==> config.mk <==
export PLATFORM = sky130hd
export DESIGN_NAME = cecrx_bit_classifier
export DESIGN_NICKNAME = d
export VERILOG_FILES = /design/src/rtl/cecrx_pkg.sv /design/src/rtl/cecrx_cfg.sv /design/src/rtl/cecrx_edge.sv /design/src/rtl/cecrx_classify.sv /design/src/rtl/cecrx_bit_classifier.sv
export SDC_FILE = /design/constraint.sdc
export NUM_CORES = 1
export LEC_CHECK = 0
export ABC_AREA = 1
export BUFFER_PORTS_ARGS = -buffer_cell sky130_fd_sc_hd__buf_2
export CAP_MARGIN = 30
export CORE_MARGIN = 1.5
export CORE_UTILIZATION = 48
export CTS_CLUSTER_SIZE = 25
export DETAILED_ROUTE_END_ITERATION = 10
export MAX_ROUTING_LAYER = met4
export PLACE_DENSITY = 0.71
export SLEW_MARGIN = 10
export SYNTH_ARGS = -nofsm -noshare
export SYNTH_HDL_FRONTEND = slang
export SYNTH_SLANG_ARGS = --single-unit
export TNS_END_PERCENT = 1
==> constraint.sdc <==
create_clock -name clk -period 4.2 [get_ports clk]
set_clock_uncertainty 0.05 [all_clocks]
set_input_delay 0.84 -clock clk [delete_from_list [all_inputs] [get_ports clk]]
set_output_delay 0.84 -clock clk [all_outputs]
set_load 0.01 [all_outputs]
==> src/rtl/cecrx_pkg.sv <==
package cecrx_pkg;

    // Threshold slots, in the order the trim vector is packed
    localparam int NUM_THR   = 4;
    localparam int THR_EARLY = 0;
    localparam int THR_MIDLO = 1;
    localparam int THR_MIDHI = 2;
    localparam int THR_LATE  = 3;

    typedef enum logic {
        ST_IDLE = 1'b0,
        ST_LOW  = 1'b1
    } cecrx_st_e;

    // A threshold moves up when its trim widens the window it guards on the high side
    function automatic bit thr_raises(input int idx);
        return (idx == THR_MIDLO) || (idx == THR_LATE);
    endfunction

endpackage

==> src/rtl/cecrx_cfg.sv <==
module cecrx_cfg
    import cecrx_pkg::*;
#(
    parameter int CNT_W      = 8,
    parameter int ADJ_W      = 3,
    parameter int EARLY_BASE = 13,
    parameter int MIDLO_BASE = 26,
    parameter int MIDHI_BASE = 43,
    parameter int LATE_BASE  = 56
) (
    input  logic                     clk,
    input  logic                     rst_n,
    input  logic                     rx_en_i,
    input  logic                     chk_en_i,
    input  logic [NUM_THR*ADJ_W-1:0] adj_i,
    output logic                     en_o,
    output logic                     chk_o,
    output logic [NUM_THR*CNT_W-1:0] thr_o
);

    localparam int ADJ_TOT = NUM_THR * ADJ_W;

    typedef struct packed {
        logic               en;
        logic               chk;
        logic [ADJ_TOT-1:0] adj;
    } cfg_t;

    cfg_t cfg_d, cfg_q;

    always_comb begin
        cfg_d    = cfg_q;
        cfg_d.en = rx_en_i;
        // capture settings only on the rising edge of receive enable
        if (rx_en_i && !cfg_q.en) begin
            cfg_d.chk = chk_en_i;
            cfg_d.adj = adj_i;
        end
    end

    always_ff @(posedge clk or negedge rst_n) begin
        if (!rst_n) begin
            cfg_q <= '0;
        end else begin
            cfg_q <= cfg_d;
        end
    end

    assign en_o  = cfg_q.en;
    assign chk_o = cfg_q.chk;

    for (genvar i = 0; i < NUM_THR; i++) begin : g_thr
        localparam int BASE = (i == THR_EARLY) ? EARLY_BASE :
                              (i == THR_MIDLO) ? MIDLO_BASE :
                              (i == THR_MIDHI) ? MIDHI_BASE : LATE_BASE;
        logic [CNT_W-1:0] trim;
        assign trim = CNT_W'(cfg_q.adj[i*ADJ_W +: ADJ_W]);
        if (thr_raises(i)) begin : g_up
            assign thr_o[i*CNT_W +: CNT_W] = CNT_W'(BASE) + trim;
        end else begin : g_dn
            assign thr_o[i*CNT_W +: CNT_W] = CNT_W'(BASE) - trim;
        end
    end

endmodule

==> src/rtl/cecrx_edge.sv <==
module cecrx_edge (
    input  logic clk,
    input  logic rst_n,
    input  logic tick_i,
    input  logic line_i,
    output logic fall_o
);

    typedef struct packed {
        logic line;
    } edge_t;

    edge_t edge_d, edge_q;

    always_comb begin
        edge_d = edge_q;
        if (tick_i) begin
            edge_d.line = line_i;
        end
    end

    always_ff @(posedge clk or negedge rst_n) begin
        if (!rst_n) begin
            edge_q.line <= 1'b1; // idle bus is high
        end else begin
            edge_q <= edge_d;
        end
    end

    assign fall_o = tick_i && edge_q.line && !line_i;

endmodule

==> src/rtl/cecrx_classify.sv <==
module cecrx_classify
    import cecrx_pkg::*;
#(
    parameter int CNT_W = 8,
    parameter int SPLIT = 35
) (
    input  logic             clk,
    input  logic             rst_n,
    input  logic             tick_i,
    input  logic             line_i,
    input  logic             fall_i,
    input  logic             run_i,
    input  logic             chk_i,
    input  logic [CNT_W-1:0] thr_early_i,
    input  logic [CNT_W-1:0] thr_midlo_i,
    input  logic [CNT_W-1:0] thr_midhi_i,
    input  logic [CNT_W-1:0] thr_late_i,
    output logic             bit_vld_o,
    output logic             bit_val_o,
    output logic             err_short_o,
    output logic             err_mid_o,
    output logic             err_long_o
);

    localparam logic [CNT_W-1:0] SPLIT_CNT = CNT_W'(SPLIT);

    typedef struct packed {
        cecrx_st_e        st;
        logic [CNT_W-1:0] cnt;
        logic             vld;
        logic             val;
        logic             e_short;
        logic             e_mid;
        logic             e_long;
    } cls_t;

    cls_t cls_d, cls_q;
    logic [CNT_W-1:0] n_c;

    always_comb begin
        cls_d         = cls_q;
        cls_d.vld     = 1'b0;
        cls_d.e_short = 1'b0;
        cls_d.e_mid   = 1'b0;
        cls_d.e_long  = 1'b0;
        // saturating low-time count including the current tick
        n_c = (&cls_q.cnt) ? cls_q.cnt : cls_q.cnt + 1'b1;

        if (!run_i) begin
            cls_d.st  = ST_IDLE;
            cls_d.cnt = '0;
        end else begin
            unique case (cls_q.st)
                ST_IDLE: begin
                    if (fall_i) begin
                        cls_d.st  = ST_LOW;
                        cls_d.cnt = '0;
                    end
                end
                ST_LOW: begin
                    if (tick_i) begin
                        cls_d.cnt = n_c;
                        if (chk_i && (n_c >= thr_late_i)) begin
                            cls_d.e_long = 1'b1;
                            cls_d.st     = ST_IDLE;
                        end else if (line_i) begin
                            cls_d.st = ST_IDLE;
                            if (!chk_i) begin
                                cls_d.vld = 1'b1;
                                cls_d.val = (n_c < SPLIT_CNT);
                            end else if (n_c < thr_early_i) begin
                                cls_d.e_short = 1'b1;
                            end else if (n_c < thr_midlo_i) begin
                                cls_d.vld = 1'b1;
                                cls_d.val = 1'b1;
                            end else if (n_c < thr_midhi_i) begin
                                cls_d.e_mid = 1'b1;
                            end else begin
                                cls_d.vld = 1'b1;
                                cls_d.val = 1'b0;
                            end
                        end
                    end
                end
                default: cls_d.st = ST_IDLE;
            endcase
        end
    end

    always_ff @(posedge clk or negedge rst_n) begin
        if (!rst_n) begin
            cls_q <= '{st: ST_IDLE, cnt: '0, vld: 1'b0, val: 1'b0,
                       e_short: 1'b0, e_mid: 1'b0, e_long: 1'b0};
        end else begin
            cls_q <= cls_d;
        end
    end

    assign bit_vld_o   = cls_q.vld;
    assign bit_val_o   = cls_q.val;
    assign err_short_o = cls_q.e_short;
    assign err_mid_o   = cls_q.e_mid;
    assign err_long_o  = cls_q.e_long;

endmodule

==> src/rtl/cecrx_bit_classifier.sv <==
module cecrx_bit_classifier
    import cecrx_pkg::*;
#(
    parameter int CNT_W      = 8,
    parameter int ADJ_W      = 3,
    parameter int EARLY_BASE = 13,
    parameter int MIDLO_BASE = 26,
    parameter int MIDHI_BASE = 43,
    parameter int LATE_BASE  = 56,
    parameter int SPLIT      = 35
) (
    input  logic             clk,
    input  logic             rst_n,
    input  logic             tick_i,
    input  logic             line_i,
    input  logic             rx_en_i,
    input  logic             chk_en_i,
    input  logic [ADJ_W-1:0] adj_early_i,
    input  logic [ADJ_W-1:0] adj_midlo_i,
    input  logic [ADJ_W-1:0] adj_midhi_i,
    input  logic [ADJ_W-1:0] adj_late_i,
    output logic             bit_vld_o,
    output logic             bit_val_o,
    output logic             err_short_o,
    output logic             err_mid_o,
    output logic             err_long_o,
    output logic             rx_active_o
);

    logic [NUM_THR*ADJ_W-1:0] adj_all;
    logic [NUM_THR*CNT_W-1:0] thr_all;
    logic                     en_q;
    logic                     chk_q;
    logic                     fall;
    logic                     run;

    assign adj_all = {adj_late_i, adj_midhi_i, adj_midlo_i, adj_early_i};

    cecrx_cfg #(
        .CNT_W     (CNT_W),
        .ADJ_W     (ADJ_W),
        .EARLY_BASE(EARLY_BASE),
        .MIDLO_BASE(MIDLO_BASE),
        .MIDHI_BASE(MIDHI_BASE),
        .LATE_BASE (LATE_BASE)
    ) u_cfg (
        .clk     (clk),
        .rst_n   (rst_n),
        .rx_en_i (rx_en_i),
        .chk_en_i(chk_en_i),
        .adj_i   (adj_all),
        .en_o    (en_q),
        .chk_o   (chk_q),
        .thr_o   (thr_all)
    );

    cecrx_edge u_edge (
        .clk   (clk),
        .rst_n (rst_n),
        .tick_i(tick_i),
        .line_i(line_i),
        .fall_o(fall)
    );

    // results only while receive is on now and was on when settings were captured
    assign run = rx_en_i && en_q;

    cecrx_classify #(
        .CNT_W(CNT_W),
        .SPLIT(SPLIT)
    ) u_classify (
        .clk        (clk),
        .rst_n      (rst_n),
        .tick_i     (tick_i),
        .line_i     (line_i),
        .fall_i     (fall),
        .run_i      (run),
        .chk_i      (chk_q),
        .thr_early_i(thr_all[THR_EARLY*CNT_W +: CNT_W]),
        .thr_midlo_i(thr_all[THR_MIDLO*CNT_W +: CNT_W]),
        .thr_midhi_i(thr_all[THR_MIDHI*CNT_W +: CNT_W]),
        .thr_late_i (thr_all[THR_LATE*CNT_W +: CNT_W]),
        .bit_vld_o  (bit_vld_o),
        .bit_val_o  (bit_val_o),
        .err_short_o(err_short_o),
        .err_mid_o  (err_mid_o),
        .err_long_o (err_long_o)
    );

    assign rx_active_o = en_q;

endmodule

==> results of run 1 <==
per-layer routing:
metal / part of all wire, % / global-route usage (%) / up-vias
met3: 3.0 / 4.75 / 8
met4: 2.0 / 7.98 / 0
met5: 0 / - / -
met2: 48 / 35.4 / 21
li1: - / - / 782
met1: 47 / 22.7 / 674
sequential cells by signal, summed over array words and instances, names as in the netlist:
signal / cells
u_edge.edge_q: 1
u_classify.err_short_o: 1
u_classify.err_mid_o: 1
u_cfg.cfg_q: 12
u_cfg.en_o: 1
u_classify.err_long_o: 1
u_classify.bit_val_o: 1
u_cfg.chk_o: 1
u_classify.cls_q: 9
u_classify.bit_vld_o: 1
worst max-delay path by stage:
stage,startpoint,end,depth (start not counted)
2_1_floorplan,u_classify.cls_q[5]$_DFFE_PN0P_,u_classify.bit_val_o$_DFFE_PN0P_,18
3_3_place_gp,u_classify.cls_q[5]$_DFFE_PN0P_,u_classify.bit_val_o$_DFFE_PN0P_,18
3_5_place_dp,u_classify.cls_q[5]$_DFFE_PN0P_,u_classify.bit_val_o$_DFFE_PN0P_,18
4_1_cts,u_classify.cls_q[5]$_DFFE_PN0P_,u_classify.bit_val_o$_DFFE_PN0P_,18
5_1_grt,u_classify.cls_q[5]$_DFFE_PN0P_,u_classify.bit_val_o$_DFFE_PN0P_,18
6_report,u_classify.cls_q[5]$_DFFE_PN0P_,u_classify.bit_val_o$_DFFE_PN0P_,18
cell usage in the layout (no fill, tap or decap), types with 7 or more instances in the layout:
cell type / instances
sky130_fd_sc_hd__nand3_1: 14
sky130_fd_sc_hd__dfrtp_1: 28
sky130_fd_sc_hd__nand2_1: 61
sky130_fd_sc_hd__a21oi_1: 11
sky130_fd_sc_hd__buf_2: 23
sky130_fd_sc_hd__o21ai_0: 7
sky130_fd_sc_hd__ha_1: 15
sky130_fd_sc_hd__nor2_1: 17
sky130_fd_sc_hd__inv_1: 34
logic make-up after synthesis:
family                     count (synthesis)  synth area share, %
buffers and inverters                     37                 7.72
DFF                                       29                 40.4
muxes                                      6                 3.75
adders and majority gates                 15                 10.4
and+or+nand+nor                          108                 26.8
xor gates and xnor gates                   1                0.487
AOI/OAI and AO/OA                         31                 10.4
through the flow:
step / utilization, % / power (W) / area [um2] / std cells
6_report: 56.5 / 0.000625 / 2050 / 303
5_1_grt: 56.5 / 0.000658 / 2050 / 303
4_1_cts: 56.5 / 0.000630 / 2050 / 303
3_5_place_dp: 54.1 / 0.000398 / 1970 / 296
3_3_place_gp: 54.1 / 0.000394 / 1970 / 296
2_1_floorplan: - / 0.000367 / 1800 / 227
power groups by stage:
stage | clock network [W] | registers [W] | logic, W
2_1_floorplan | 0 | 0.000313 | 0.0000542
3_3_place_gp | 0 | 0.000315 | 0.0000791
3_5_place_dp | 0 | 0.000316 | 0.0000825
4_1_cts | 0.000237 | 0.000311 | 0.0000829
5_1_grt | 0.000248 | 0.000313 | 0.0000972
6_report | 0.000234 | 0.000311 | 0.0000811
layout make-up:
| cell class | count | area, um2 | area share, % |
|---|---|---|---|
| inverters | 35 | 131 | 6.40 |
| repair buffers | 23 | 115 | 5.61 |
| well taps | 48 | 60.1 | 2.93 |
| multi-input cells | 161 | 933 | 45.5 |
| clock buffers | 7 | 86.3 | 4.20 |
| flip-flops and latches | 29 | 727 | 35.4 |
worst register-to-register path, stage by stage, from the launching register on:
cell                      delay (ps)
sky130_fd_sc_hd__dfrtp_1         390
sky130_fd_sc_hd__ha_1            220
sky130_fd_sc_hd__nand2_1          80
sky130_fd_sc_hd__nor2_2          180
sky130_fd_sc_hd__nand2_4         130
sky130_fd_sc_hd__o21ai_1         350
sky130_fd_sc_hd__ha_1            300
sky130_fd_sc_hd__nand2_1          60
sky130_fd_sc_hd__nand2_1          40
sky130_fd_sc_hd__nand2_1          50
sky130_fd_sc_hd__nand2_1          40
sky130_fd_sc_hd__nand2_1          70
sky130_fd_sc_hd__o21ai_2         100
sky130_fd_sc_hd__a21oi_4         160
sky130_fd_sc_hd__nand2_2          80
sky130_fd_sc_hd__inv_1            60
sky130_fd_sc_hd__nand2_1          50
sky130_fd_sc_hd__nand2_1          50
sky130_fd_sc_hd__nand2_1          50
==> out/metrics.json, run 1 <==
{
  "top_area_cells_in_the_synthesized_netlist": {"value": "sky130_fd_sc_hd__dfrtp_1, sky130_fd_sc_hd__nand2_1, sky130_fd_sc_hd__ha_1"},
  "synth_largest_type_area_fraction": {"value": 38.9, "unit": "%"},
  "drive_gt1_share": {"value": 21.2, "unit": "%"},
  "synthesis.nets": {"value": 260},
  "min_period_over_period": {"value": 62.3, "unit": "%"},
  "die-height": {"value": 64.2, "unit": "um"},
  "final-max-slew-violation-count": {"value": 0},
  "clock_latency": {"value": 290, "unit": "ps"},
  "pwr-share-comb": {"value": 13.0, "unit": "%"},
  "pwr_cell_area": {"value": 305, "unit": "nW/um2"},
  "cp.arrival": {"value": 2740, "unit": "ps"},
  "min_delay_path_depth": {"value": 2},
  "synth_most_common_cell": {"value": "sky130_fd_sc_hd__nand2_1"},
  "worst_pin_slew": {"value": 633, "unit": "ps"},
  "post-route-worst-setup-slack": {"value": 1580, "unit": "ps"},
  "routed_via_density": {"value": 4.90},
  "yosys.cell_types.count": {"value": 26},
  "cts.sinks": {"value": 29},
  "finalCriticalPeriod": {"value": 2620, "unit": "ps"},
  "cts-hold-fix-buffers": {"value": 0},
  "grt_setup_unrepaired": {"value": "no"},
  "timing.critical_path.fanout_max": {"value": 9},
  "first_global_vias": {"value": 1485},
  "hold_start": {"value": "u_edge.edge_q$_DFFE_PN1P_"},
  "synth.avg_cell_area": {"value": 7.93, "unit": "um2"},
  "cpMaxStageDelayCell": {"value": "sky130_fd_sc_hd__dfrtp_1"},
  "total_global_routing_overflow": {"value": 0},
  "maximum_number_of_pins_on_one_net_before_global_route_repair": {"value": 30},
  "yosys_register_bits": {"value": 29},
  "finalHoldWorstSlack": {"value": 426, "unit": "ps"},
  "die_area": {"value": 4120, "unit": "um2"},
  "cts_setup_buffers": {"value": 0},
  "synth_enable_flop_cells": {"value": 0},
  "cp_top_family": {"value": "simple AND/OR/NAND/NOR gates"},
  "regToRegSetupSlack": {"value": 1580, "unit": "ps"},
  "ctsHtreeMaxLevel": {"value": 2},
  "cp-start-kind": {"value": "flop"},
  "boundaryPins": {"value": 24},
  "max-vdd-ir-drop": {"value": 264, "unit": "uV"},
  "synth-warning-count": {"value": 0},
  "synth-main-ff-cell": {"value": "sky130_fd_sc_hd__dfrtp_1"},
  "min_delay_worst_endpoint": {"value": "u_edge.edge_q$_DFFE_PN1P_"},
  "cts_root_buffer": {"value": "sky130_fd_sc_hd__clkbuf_8"},
  "final.fill_count": {"value": 357},
  "max_cap_viol_count": {"value": 0},
  "critPathKind": {"value": "flop to flop"},
  "worst_setup_path_end_kind": {"value": "flop"},
  "regToRegEndpoint": {"value": "u_classify.bit_val_o$_DFFE_PN0P_"},
  "post_cts_resized": {"value": 0},
  "power.static_leakage": {"value": 1.11, "unit": "nW"},
  "count_of_standard_cell_rows": {"value": 22},
  "drc": {"value": 0},
  "grt_pass1_wl": {"value": 6.28, "unit": "mm"},
  "postRouteWirelength": {"value": 3.47, "unit": "mm"},
  "worst_hold_path_type": {"value": "flop to flop"},
  "postRouteAntennaNets": {"value": 0},
  "area_of_the_placeable_core": {"value": 3630, "unit": "um2"},
  "clk_pin_slew_worst_paths": {"value": 60, "unit": "ps"},
  "power.clock.fraction": {"value": 37.4, "unit": "%"},
  "total_clock_buffers_created_by_cts": {"value": 5},
  "status": {"value": "complete, no violations"},
  "reg2reg_depth": {"value": 18},
  "synthArstFlopShare": {"value": 100, "unit": "%"},
  "critical_path.most_common_cell": {"value": "sky130_fd_sc_hd__nand2_1"},
  "drt-initial-drc-count": {"value": 63},
  "antenna_found_initial": {"value": 0},
  "synthCells": {"value": 227},
  "routed-via-count": {"value": 1485},
  "worst_ep_required_time": {"value": 4330, "unit": "ps"},
  "tritoncts": {"value": "yes"},
  "setup_total_negative_slack": {"value": 0, "unit": "ps"},
  "detail_route.first_pass.iterations": {"value": 4},
  "intPower": {"value": 0.000463, "unit": "W"},
  "die_x": {"value": 64.2, "unit": "um"},
  "max_stage_delay": {"value": 390, "unit": "ps"},
  "synth_to_final_area_change": {"value": 14.1, "unit": "%"},
  "achievable-frequency": {"value": 0.382, "unit": "GHz"},
  "globalRouteTotalUtil": {"value": 20.4, "unit": "%"},
  "proportion_of_synthesized_chip_area_in_sequential_cells": {"value": 40.4, "unit": "%"},
  "cts_max_path_buffers": {"value": 2},
  "share_seq_of_total_power": {"value": 49.7, "unit": "%"},
  "syn-cell-area": {"value": 1800, "unit": "um2"},
  "power.switching_fraction": {"value": 25.9, "unit": "%"},
  "timing.slew.headroom": {"value": 57.8, "unit": "%"},
  "layout.nets": {"value": 288},
  "library_cell_with_the_largest_summed_area_after_synthesis": {"value": "sky130_fd_sc_hd__dfrtp_1"},
  "critical_path.n_buffers_inverters": {"value": 1},
  "hpwl": {"value": 2.65, "unit": "mm"},
  "timing.critical_path.cells": {"value": "ha_1 > nand2_1 > nor2_2 > nand2_4 > o21ai_1 > ha_1 > nand2_1 > nand2_1 > nand2_1 > nand2_1 > nand2_1 > o21ai_2 > a21oi_4 > nand2_2 > inv_1 > nand2_1 > nand2_1 > nand2_1"},
  "final_hold_viol_count": {"value": 0},
  "floorplan.initialDensity": {"value": 49.5, "unit": "%"},
  "r2r-start": {"value": "u_classify.cls_q[5]$_DFFE_PN0P_"},
  "place_ws": {"value": 1620, "unit": "ps"},
  "average_wire_length_per_cell_after_detail_routing": {"value": 11.5, "unit": "um"},
  "port_buffers": {"value": 23},
  "yosys-top-cells-count": {"value": "sky130_fd_sc_hd__nand2_1, sky130_fd_sc_hd__inv_1, sky130_fd_sc_hd__dfrtp_1"},
  "diodes": {"value": 0},
  "net-switching-power": {"value": 0.000162, "unit": "W"},
  "gp_congestion": {"value": 0.909},
  "final-setup-viol-count": {"value": 0}
}
Note: power is estimated with default switching activity, not from simulation.
==> inputs of run 2 (changes only) <==
--- a/config.mk
+++ b/config.mk
@@ -5,7 +5,7 @@
 export SDC_FILE = /design/constraint.sdc
 export NUM_CORES = 1
 export LEC_CHECK = 0
-export ABC_AREA = 1
+export ABC_AREA = 0
 export BUFFER_PORTS_ARGS = -buffer_cell sky130_fd_sc_hd__buf_2
 export CAP_MARGIN = 30
 export CORE_MARGIN = 1.5
==> constraint.sdc (replaced) <==
create_clock -name clk -period 2.55 [get_ports clk]
set_clock_uncertainty 0.05 [all_clocks]
set_input_delay 0.51 -clock clk [delete_from_list [all_inputs] [get_ports clk]]
set_output_delay 0.51 -clock clk [all_outputs]
set_load 0.01 [all_outputs]
==> out/metrics.json, run 2 <==
{
  "status": {"value": "finished with violations"},
  "failed_checks": {"value": "setup timing"},
  "routed-via-count": {"value": 1719},
  "yosys.cell_types.count": {"value": 46},
  "total_global_routing_overflow": {"value": 0},
  "synth_top_family_by_area": {"value": "compound AO/OA/AOI/OAI gates"},
  "synth_compound_area_share": {"value": 20.4, "unit": "%"},
  "final-setup-viol-count": {"value": 5},
  "largest_register": {"value": "u_cfg.cfg_q"},
  "floorplan.initialDensity": {"value": 50.5, "unit": "%"},
  "area_of_the_placeable_core": {"value": 3690, "unit": "um2"},
  "total_clock_buffers_created_by_cts": {"value": 5},
  "synth-warning-count": {"value": 0},
  "largest_register_ffs": {"value": 12},
  "grt_pass1_wl": {"value": 7.79, "unit": "mm"},
  "maximum_number_of_pins_on_one_net_before_global_route_repair": {"value": 30},
  "average_wire_length_per_cell_after_detail_routing": {"value": 15.9, "unit": "um"},
  "synth_largest_type_area_fraction": {"value": 37.6, "unit": "%"},
  "first_global_vias": {"value": 1697},
  "synthArstFlopShare": {"value": 100, "unit": "%"},
  "cp-start-kind": {"value": "flop"},
  "placed_area": {"value": 2270, "unit": "um2"},
  "synth_most_common_cell": {"value": "sky130_fd_sc_hd__dfrtp_1"},
  "postRouteAntennaNets": {"value": 0},
  "die_x": {"value": 65.3, "unit": "um"},
  "worst_hold_path_type": {"value": "primary input to asynchronous set/reset pin"},
  "synth-main-ff-cell": {"value": "sky130_fd_sc_hd__dfrtp_1"},
  "synth_enable_flop_cells": {"value": 0},
  "final-max-slew-violation-count": {"value": 0},
  "most_frequent_standard_cell_in_the_layout_excluding_fill_and_tap_cells": {"value": "sky130_fd_sc_hd__buf_4"},
  "synthCells": {"value": 191},
  "max_cap_viol_count": {"value": 0},
  "area_taken_by_multi_input_logic_gates": {"value": 1130, "unit": "um2"},
  "pwr_cell_area": {"value": 454, "unit": "nW/um2"},
  "placed_instances": {"value": 287},
  "cp.arrival": {"value": 3510, "unit": "ps"},
  "max-vdd-ir-drop": {"value": 303, "unit": "uV"},
  "drt-initial-drc-count": {"value": 104},
  "yosys-top-cells-count": {"value": "sky130_fd_sc_hd__dfrtp_1, sky130_fd_sc_hd__nand2_1, sky130_fd_sc_hd__ha_1, sky130_fd_sc_hd__o21ai_0, sky130_fd_sc_hd__inv_1"},
  "finalHoldWorstSlack": {"value": 205, "unit": "ps"},
  "grt_setup_unrepaired": {"value": "yes"},
  "synth.area.mux_share": {"value": 7.39, "unit": "%"},
  "detail_route.first_pass.iterations": {"value": 4},
  "gp_congestion": {"value": 0.919},
  "cts_max_path_buffers": {"value": 2},
  "clock_latency": {"value": 280, "unit": "ps"},
  "worst_pin_slew": {"value": 666, "unit": "ps"},
  "regToRegSetupSlack": {"value": -840, "unit": "ps"},
  "timing.critical_path.fanout_max": {"value": 4},
  "min_period_over_period": {"value": 133, "unit": "%"},
  "hpwl": {"value": 3.46, "unit": "mm"},
  "regToRegEndpoint": {"value": "u_classify.bit_val_o$_DFFE_PN0P_"},
  "library_cell_with_the_largest_summed_area_after_synthesis": {"value": "sky130_fd_sc_hd__dfrtp_1"},
  "count_of_standard_cell_rows": {"value": 22},
  "synthAdderAreaFrac": {"value": 10.1, "unit": "%"},
  "final_cell_mix": {"value": "sky130_fd_sc_hd__buf_4, sky130_fd_sc_hd__dfrtp_1, sky130_fd_sc_hd__buf_2, sky130_fd_sc_hd__nand2_1, sky130_fd_sc_hd__o21ai_0"},
  "finished_layout_cell_area": {"value": 2440, "unit": "um2"},
  "routed_via_density": {"value": 5.83},
  "globalRouteTotalUtil": {"value": 24.7, "unit": "%"},
  "clk_pin_slew_worst_paths": {"value": 70, "unit": "ps"},
  "power.static_leakage": {"value": 1.18, "unit": "nW"},
  "synth_xor_area_share": {"value": 0, "unit": "%"},
  "worst_ep_required_time": {"value": 2670, "unit": "ps"},
  "setup_total_negative_slack": {"value": -2430, "unit": "ps"},
  "syn-cell-area": {"value": 1860, "unit": "um2"},
  "finalCriticalPeriod": {"value": 3390, "unit": "ps"},
  "synth.avg_cell_area": {"value": 9.75, "unit": "um2"},
  "diodes": {"value": 0},
  "r2r-start": {"value": "u_classify.cls_q[5]$_DFFE_PN0P_"},
  "cts-hold-fix-buffers": {"value": 0},
  "layout.nets": {"value": 279},
  "reg2reg_depth": {"value": 13},
  "tritoncts": {"value": "yes"},
  "critPathKind": {"value": "flop to flop"},
  "post-route-worst-setup-slack": {"value": -835, "unit": "ps"},
  "area.sequential": {"value": 728, "unit": "um2"},
  "synthesis.nets": {"value": 224},
  "proportion_of_synthesized_chip_area_in_sequential_cells": {"value": 39.0, "unit": "%"},
  "die_area": {"value": 4260, "unit": "um2"},
  "drc": {"value": 0},
  "biggest_regs": {"value": "u_cfg.cfg_q x12, u_classify.cls_q x9"},
  "boundaryPins": {"value": 24},
  "antenna_found_initial": {"value": 0},
  "power_consumption": {"value": 0.00111, "unit": "W"},
  "postRouteWirelength": {"value": 4.68, "unit": "mm"},
  "final.fill_count": {"value": 289},
  "die-height": {"value": 65.3, "unit": "um"},
  "cts.sinks": {"value": 29},
  "yosys_register_bits": {"value": 29},
  "achievable-frequency": {"value": 0.295, "unit": "GHz"},
  "synth-simple-area-share": {"value": 17.7, "unit": "%"},
  "drive_gt1_share": {"value": 40.1, "unit": "%"},
  "worst_setup_path_end_kind": {"value": "flop"},
  "cts_root_buffer": {"value": "sky130_fd_sc_hd__clkbuf_8"},
  "final_hold_viol_count": {"value": 0},
  "synth_to_final_area_change": {"value": 31.0, "unit": "%"},
  "final_cell_count_no_fill": {"value": 295},
  "ctsHtreeMaxLevel": {"value": 2},
  "port_buffers": {"value": 23},
  "timing.slew.headroom": {"value": 55.2, "unit": "%"},
  "top_area_cells_in_the_synthesized_netlist": {"value": "sky130_fd_sc_hd__dfrtp_1, sky130_fd_sc_hd__ha_1, sky130_fd_sc_hd__mux2_2"}
}
## run 2: changes by cell type in the layout (fill, tap and decap cells not counted), moves of 7 or more
cell and delta:
sky130_fd_sc_hd__o21ai_0 +7, sky130_fd_sc_hd__nand3_1 -10, sky130_fd_sc_hd__nor2_1 -8, sky130_fd_sc_hd__nand2_1 -44
sky130_fd_sc_hd__inv_1 -22, sky130_fd_sc_hd__a21oi_1 -7, sky130_fd_sc_hd__buf_4 +33
## run 2: where the power goes
group | switching, W | internal (W) | total, W
combinational | 0.0000844 | 0.0000844 | 0.000169
sequential | 0.0000228 | 0.000494 | 0.000517
clock | 0.000179 | 0.000244 | 0.000422
## run 2: repair_timing
action,CTS,global route
buffers inserted,0,0
pin swaps,5,1
gates resized for setup,8,7
endpoints found under the setup margin,6,6
gates cloned,0,0
## run 2: per-layer routing
metal,up-vias,part of all wire [%],global-route usage [%]
li1,816,-,-
met1,822,40,28.7
met2,65,51,43.0
met3,16,5.6,5.14
met4,0,3.4,7.81
met5,-,0,-
## run 2: kinds of logic after synthesis
kind of cell    after synthesis
flops                        29
simple gates                 61
compound gates               52
buf+inv                      22
mux                          12
fa+ha+maj                    15
## run 2: final cells by class
cell class,count,area share [%]
clock buffers,7,3.95
flip-flops and latches,29,29.8
multi-input cells,140,46.5
well taps,48,2.46
inverters,14,2.15
clock inverters,1,0.205
repair buffers,56,14.9
## run 2: how the worst max path moves through the flow
stage / startpoint / to / slack [ps] / cells after the start
after floorplan: u_classify.cls_q[10]$_DFFE_PN0P_ / u_classify.bit_val_o$_DFFE_PN0P_ / -760 / 13
after global placement: u_classify.cls_q[5]$_DFFE_PN0P_ / u_classify.bit_val_o$_DFFE_PN0P_ / -670 / 13
after detailed placement: u_classify.cls_q[5]$_DFFE_PN0P_ / u_classify.bit_val_o$_DFFE_PN0P_ / -820 / 13
after CTS: u_classify.cls_q[5]$_DFFE_PN0P_ / u_classify.bit_val_o$_DFFE_PN0P_ / -870 / 13
after global routing: u_classify.cls_q[6]$_DFFE_PN0P_ / u_classify.bit_val_o$_DFFE_PN0P_ / -950 / 13
final: u_classify.cls_q[5]$_DFFE_PN0P_ / u_classify.bit_val_o$_DFFE_PN0P_ / -840 / 13
## run 2: worst max-delay path, stage by stage (launching register included)
cell and delay (ps):
sky130_fd_sc_hd__dfrtp_2 400, sky130_fd_sc_hd__ha_4 160, sky130_fd_sc_hd__nand3_4 100, sky130_fd_sc_hd__nor2_4 150
sky130_fd_sc_hd__mux2i_4 290, sky130_fd_sc_hd__inv_2 80, sky130_fd_sc_hd__ha_4 160, sky130_fd_sc_hd__or4b_1 480
sky130_fd_sc_hd__or3_4 340, sky130_fd_sc_hd__a32oi_2 190, sky130_fd_sc_hd__o41ai_2 100, sky130_fd_sc_hd__o211ai_1 270
sky130_fd_sc_hd__nand4_1 180, sky130_fd_sc_hd__mux2_4 330
## run 2: stage by stage
stage	setup WS [ps]	util (%)
6_report	-835	66.1
3_3_place_gp	-674	61.5
5_1_grt	-953	66.1
2_1_floorplan	-764	-
4_1_cts	-874	65.2
3_5_place_dp	-818	61.5
==> inputs of run 3 (changes only) <==
--- a/config.mk
+++ b/config.mk
@@ -6,14 +6,14 @@
 export NUM_CORES = 1
 export LEC_CHECK = 0
 export ABC_AREA = 0
-export BUFFER_PORTS_ARGS = -buffer_cell sky130_fd_sc_hd__buf_2
 export CAP_MARGIN = 30
 export CORE_MARGIN = 1.5
 export CORE_UTILIZATION = 48
 export CTS_CLUSTER_SIZE = 25
 export DETAILED_ROUTE_END_ITERATION = 10
+export DONT_BUFFER_PORTS = 1
 export MAX_ROUTING_LAYER = met4
-export PLACE_DENSITY = 0.71
+export PLACE_DENSITY = 0.66
 export SLEW_MARGIN = 10
 export SYNTH_ARGS = -nofsm -noshare
 export SYNTH_HDL_FRONTEND = slang
==> out/metrics.json, run 3 (same netlist as run 2, synthesis figures left out) <==
{
  "final.fill_count": {"value": 317},
  "synth_to_final_area_change": {"value": 26.3, "unit": "%"},
  "critPathKind": {"value": "flop to flop"},
  "routed-via-count": {"value": 1644},
  "hpwl": {"value": 3.52, "unit": "mm"},
  "final-setup-viol-count": {"value": 6},
  "final_cell_mix": {"value": "sky130_fd_sc_hd__buf_4, sky130_fd_sc_hd__dfrtp_1, sky130_fd_sc_hd__nand2_1, sky130_fd_sc_hd__o21ai_0"},
  "postRouteAntennaNets": {"value": 0},
  "routed_via_density": {"value": 5.85},
  "setup_total_negative_slack": {"value": -2660, "unit": "ps"},
  "cp.arrival": {"value": 3470, "unit": "ps"},
  "most_frequent_standard_cell_in_the_layout_excluding_fill_and_tap_cells": {"value": "sky130_fd_sc_hd__buf_4"},
  "final-max-slew-violation-count": {"value": 0},
  "power.clock.fraction": {"value": 34.8, "unit": "%"},
  "min_period_over_period": {"value": 131, "unit": "%"},
  "share_seq_of_total_power": {"value": 50.1, "unit": "%"},
  "drive_gt1_share": {"value": 33.0, "unit": "%"},
  "power.static_leakage": {"value": 1.12, "unit": "nW"},
  "cp-start-kind": {"value": "flop"},
  "tritoncts": {"value": "yes"},
  "grt_pass1_wl": {"value": 7.78, "unit": "mm"},
  "cts_max_path_buffers": {"value": 2},
  "failed_checks": {"value": "setup timing"},
  "drc": {"value": 0},
  "boundaryPins": {"value": 24},
  "post-route-worst-setup-slack": {"value": -790, "unit": "ps"},
  "net-switching-power": {"value": 0.000272, "unit": "W"},
  "grt_setup_unrepaired": {"value": "yes"},
  "placed_instances": {"value": 265},
  "area_of_the_placeable_core": {"value": 3690, "unit": "um2"},
  "max_cap_viol_count": {"value": 0},
  "pwr-share-comb": {"value": 15.1, "unit": "%"},
  "die_area": {"value": 4260, "unit": "um2"},
  "timing.slew.headroom": {"value": 56.6, "unit": "%"},
  "timing.critical_path.cells": {"value": "ha_4 > nand3_4 > nor2_4 > mux2i_1 > inv_1 > ha_2 > or4b_1 > or3_4 > a32oi_2 > o41ai_2 > o211ai_1 > nand4_1 > mux2_4"},
  "worst_ep_required_time": {"value": 2680, "unit": "ps"},
  "die-height": {"value": 65.3, "unit": "um"},
  "worst_setup_path_end_kind": {"value": "flop"},
  "cts.sinks": {"value": 29},
  "total_clock_buffers_created_by_cts": {"value": 5},
  "timing.critical_path.fanout_max": {"value": 4},
  "max_stage_delay": {"value": 510, "unit": "ps"},
  "worst_pin_slew": {"value": 650, "unit": "ps"},
  "power.switching_fraction": {"value": 26.3, "unit": "%"},
  "cpMaxStageDelayCell": {"value": "sky130_fd_sc_hd__or4b_1"},
  "biggest_regs": {"value": "u_cfg.cfg_q x12, u_classify.cls_q x9"},
  "floorplan.initialDensity": {"value": 50.5, "unit": "%"},
  "final_hold_viol_count": {"value": 0},
  "total_global_routing_overflow": {"value": 0},
  "clk_pin_slew_worst_paths": {"value": 60, "unit": "ps"},
  "clock_latency": {"value": 290, "unit": "ps"},
  "largest_register_ffs": {"value": 12},
  "average_wire_length_per_cell_after_detail_routing": {"value": 16.4, "unit": "um"},
  "detail_route.first_pass.iterations": {"value": 4},
  "postRouteWirelength": {"value": 4.60, "unit": "mm"},
  "final_cell_count_no_fill": {"value": 281},
  "cts_root_buffer": {"value": "sky130_fd_sc_hd__clkbuf_8"},
  "largest_register": {"value": "u_cfg.cfg_q"},
  "die_x": {"value": 65.3, "unit": "um"},
  "antenna_found_initial": {"value": 0},
  "drt-initial-drc-count": {"value": 99},
  "max-vdd-ir-drop": {"value": 331, "unit": "uV"},
  "diodes": {"value": 0},
  "achievable-frequency": {"value": 0.299, "unit": "GHz"},
  "gp_congestion": {"value": 0.869},
  "finalCriticalPeriod": {"value": 3340, "unit": "ps"},
  "ctsHtreeMaxLevel": {"value": 2},
  "port_buffers": {"value": 0},
  "layout.nets": {"value": 265},
  "maximum_number_of_pins_on_one_net_before_global_route_repair": {"value": 29},
  "count_of_standard_cell_rows": {"value": 22},
  "globalRouteTotalUtil": {"value": 25.2, "unit": "%"},
  "worst_hold_path_type": {"value": "primary input to flop"},
  "pwr_cell_area": {"value": 440, "unit": "nW/um2"},
  "first_global_vias": {"value": 1675},
  "intPower": {"value": 0.000762, "unit": "W"},
  "status": {"value": "finished with violations"}
}
==> run 3: changes by cell type in the layout (fill, tap and decap cells not counted), moves of 2 or more <==
cell,previous run,this run
sky130_fd_sc_hd__buf_2,23,0
sky130_fd_sc_hd__buf_4,33,38
sky130_fd_sc_hd__clkbuf_8,7,5
sky130_fd_sc_hd__dlygate4sd3_1,0,2
==> run 3: path summary, 6_finish.rpt <==
check                                                        end  cells past startpoint                             from  slack (ps)
worst max-delay path            u_classify.bit_val_o$_DFFE_PN0P_                     13  u_classify.cls_q[6]$_DFFE_PN0P_        -790
min in group asynchronous              u_edge.edge_q$_DFFE_PN1P_                      1                            rst_n         550
worst min-delay path                        u_cfg.en_o$_DFF_PN0_                      0                          rx_en_i         200
worst min register to register        u_cfg.cfg_q[2]$_DFFE_PN0P_                      1       u_cfg.cfg_q[2]$_DFFE_PN0P_         470
max in group asynchronous        u_classify.cls_q[5]$_DFFE_PN0P_                      2                            rst_n        1660
worst max register to register  u_classify.bit_val_o$_DFFE_PN0P_                     13  u_classify.cls_q[6]$_DFFE_PN0P_        -790
==> run 3: per-stage QoR <==
step / hold WS (ps) / utilization (%) / cell area [um2] / setup WS [ps] / power [W]
final: 196 / 63.7 / 2350 / -790 / 0.00103
after CTS: 5.61 / 62.9 / 2320 / -757 / 0.00104
after floorplan: 164 / - / 1920 / -764 / 0.000619
after detailed placement: 165 / 58.6 / 2160 / -768 / 0.000662
after global placement: 165 / 58.6 / 2160 / -688 / 0.000651
after global routing: 182 / 63.7 / 2350 / -920 / 0.00109
==> run 3: power groups by stage <==
| stage | clock network [W] | logic (W) | registers (W) |
|---|---|---|---|
| after global placement | 0 | 0.000128 | 0.000523 |
| after global routing | 0.000391 | 0.000179 | 0.000523 |
| after floorplan | 0 | 0.0000992 | 0.000519 |
| after CTS | 0.000368 | 0.000157 | 0.000518 |
| after detailed placement | 0 | 0.000136 | 0.000526 |
| final | 0.000360 | 0.000157 | 0.000518 |
==> run 3: critical path, delay by kind of cell (launching register included) <==
kind,cells,cell delay [ps]
and+or+nand+nor,5,1250
AOI/OAI and AO/OA,3,520
buffers and inverters,1,100
DFF,1,390
adders and majority gates,2,350
muxes,2,560
==> run 3: what timing repair did <==
item	in CTS	in global routing
gates resized for setup	7	0
setup buffers	2	3
endpoints found under the hold margin	28	1
pin swaps	3	4
hold buffers	2	1
gates cloned	0	0
endpoints found under the setup margin	6	6
==> run 3: layout make-up <==
class	count	area, um2	share of cell area (%)
flip-flops and latches	29	728	31.0
multi-input cells	140	1090	46.4
well taps	48	60.1	2.55
clock inverters	2	10.0	0.426
clock buffers	6	72.6	3.09
inverters	14	52.6	2.24
repair buffers	42	337	14.3
==> run 3: per-layer routing <==
| metal | GRT usage (%) | up-vias | share of wire [%] |
|---|---|---|---|
| met4 | 8.85 | 0 | 1.6 |
| li1 | - | 783 | - |
| met2 | 42.0 | 42 | 52 |
| met1 | 30.3 | 812 | 42 |
| met5 | - | - | 0 |
| met3 | 5.65 | 7 | 4.4 |
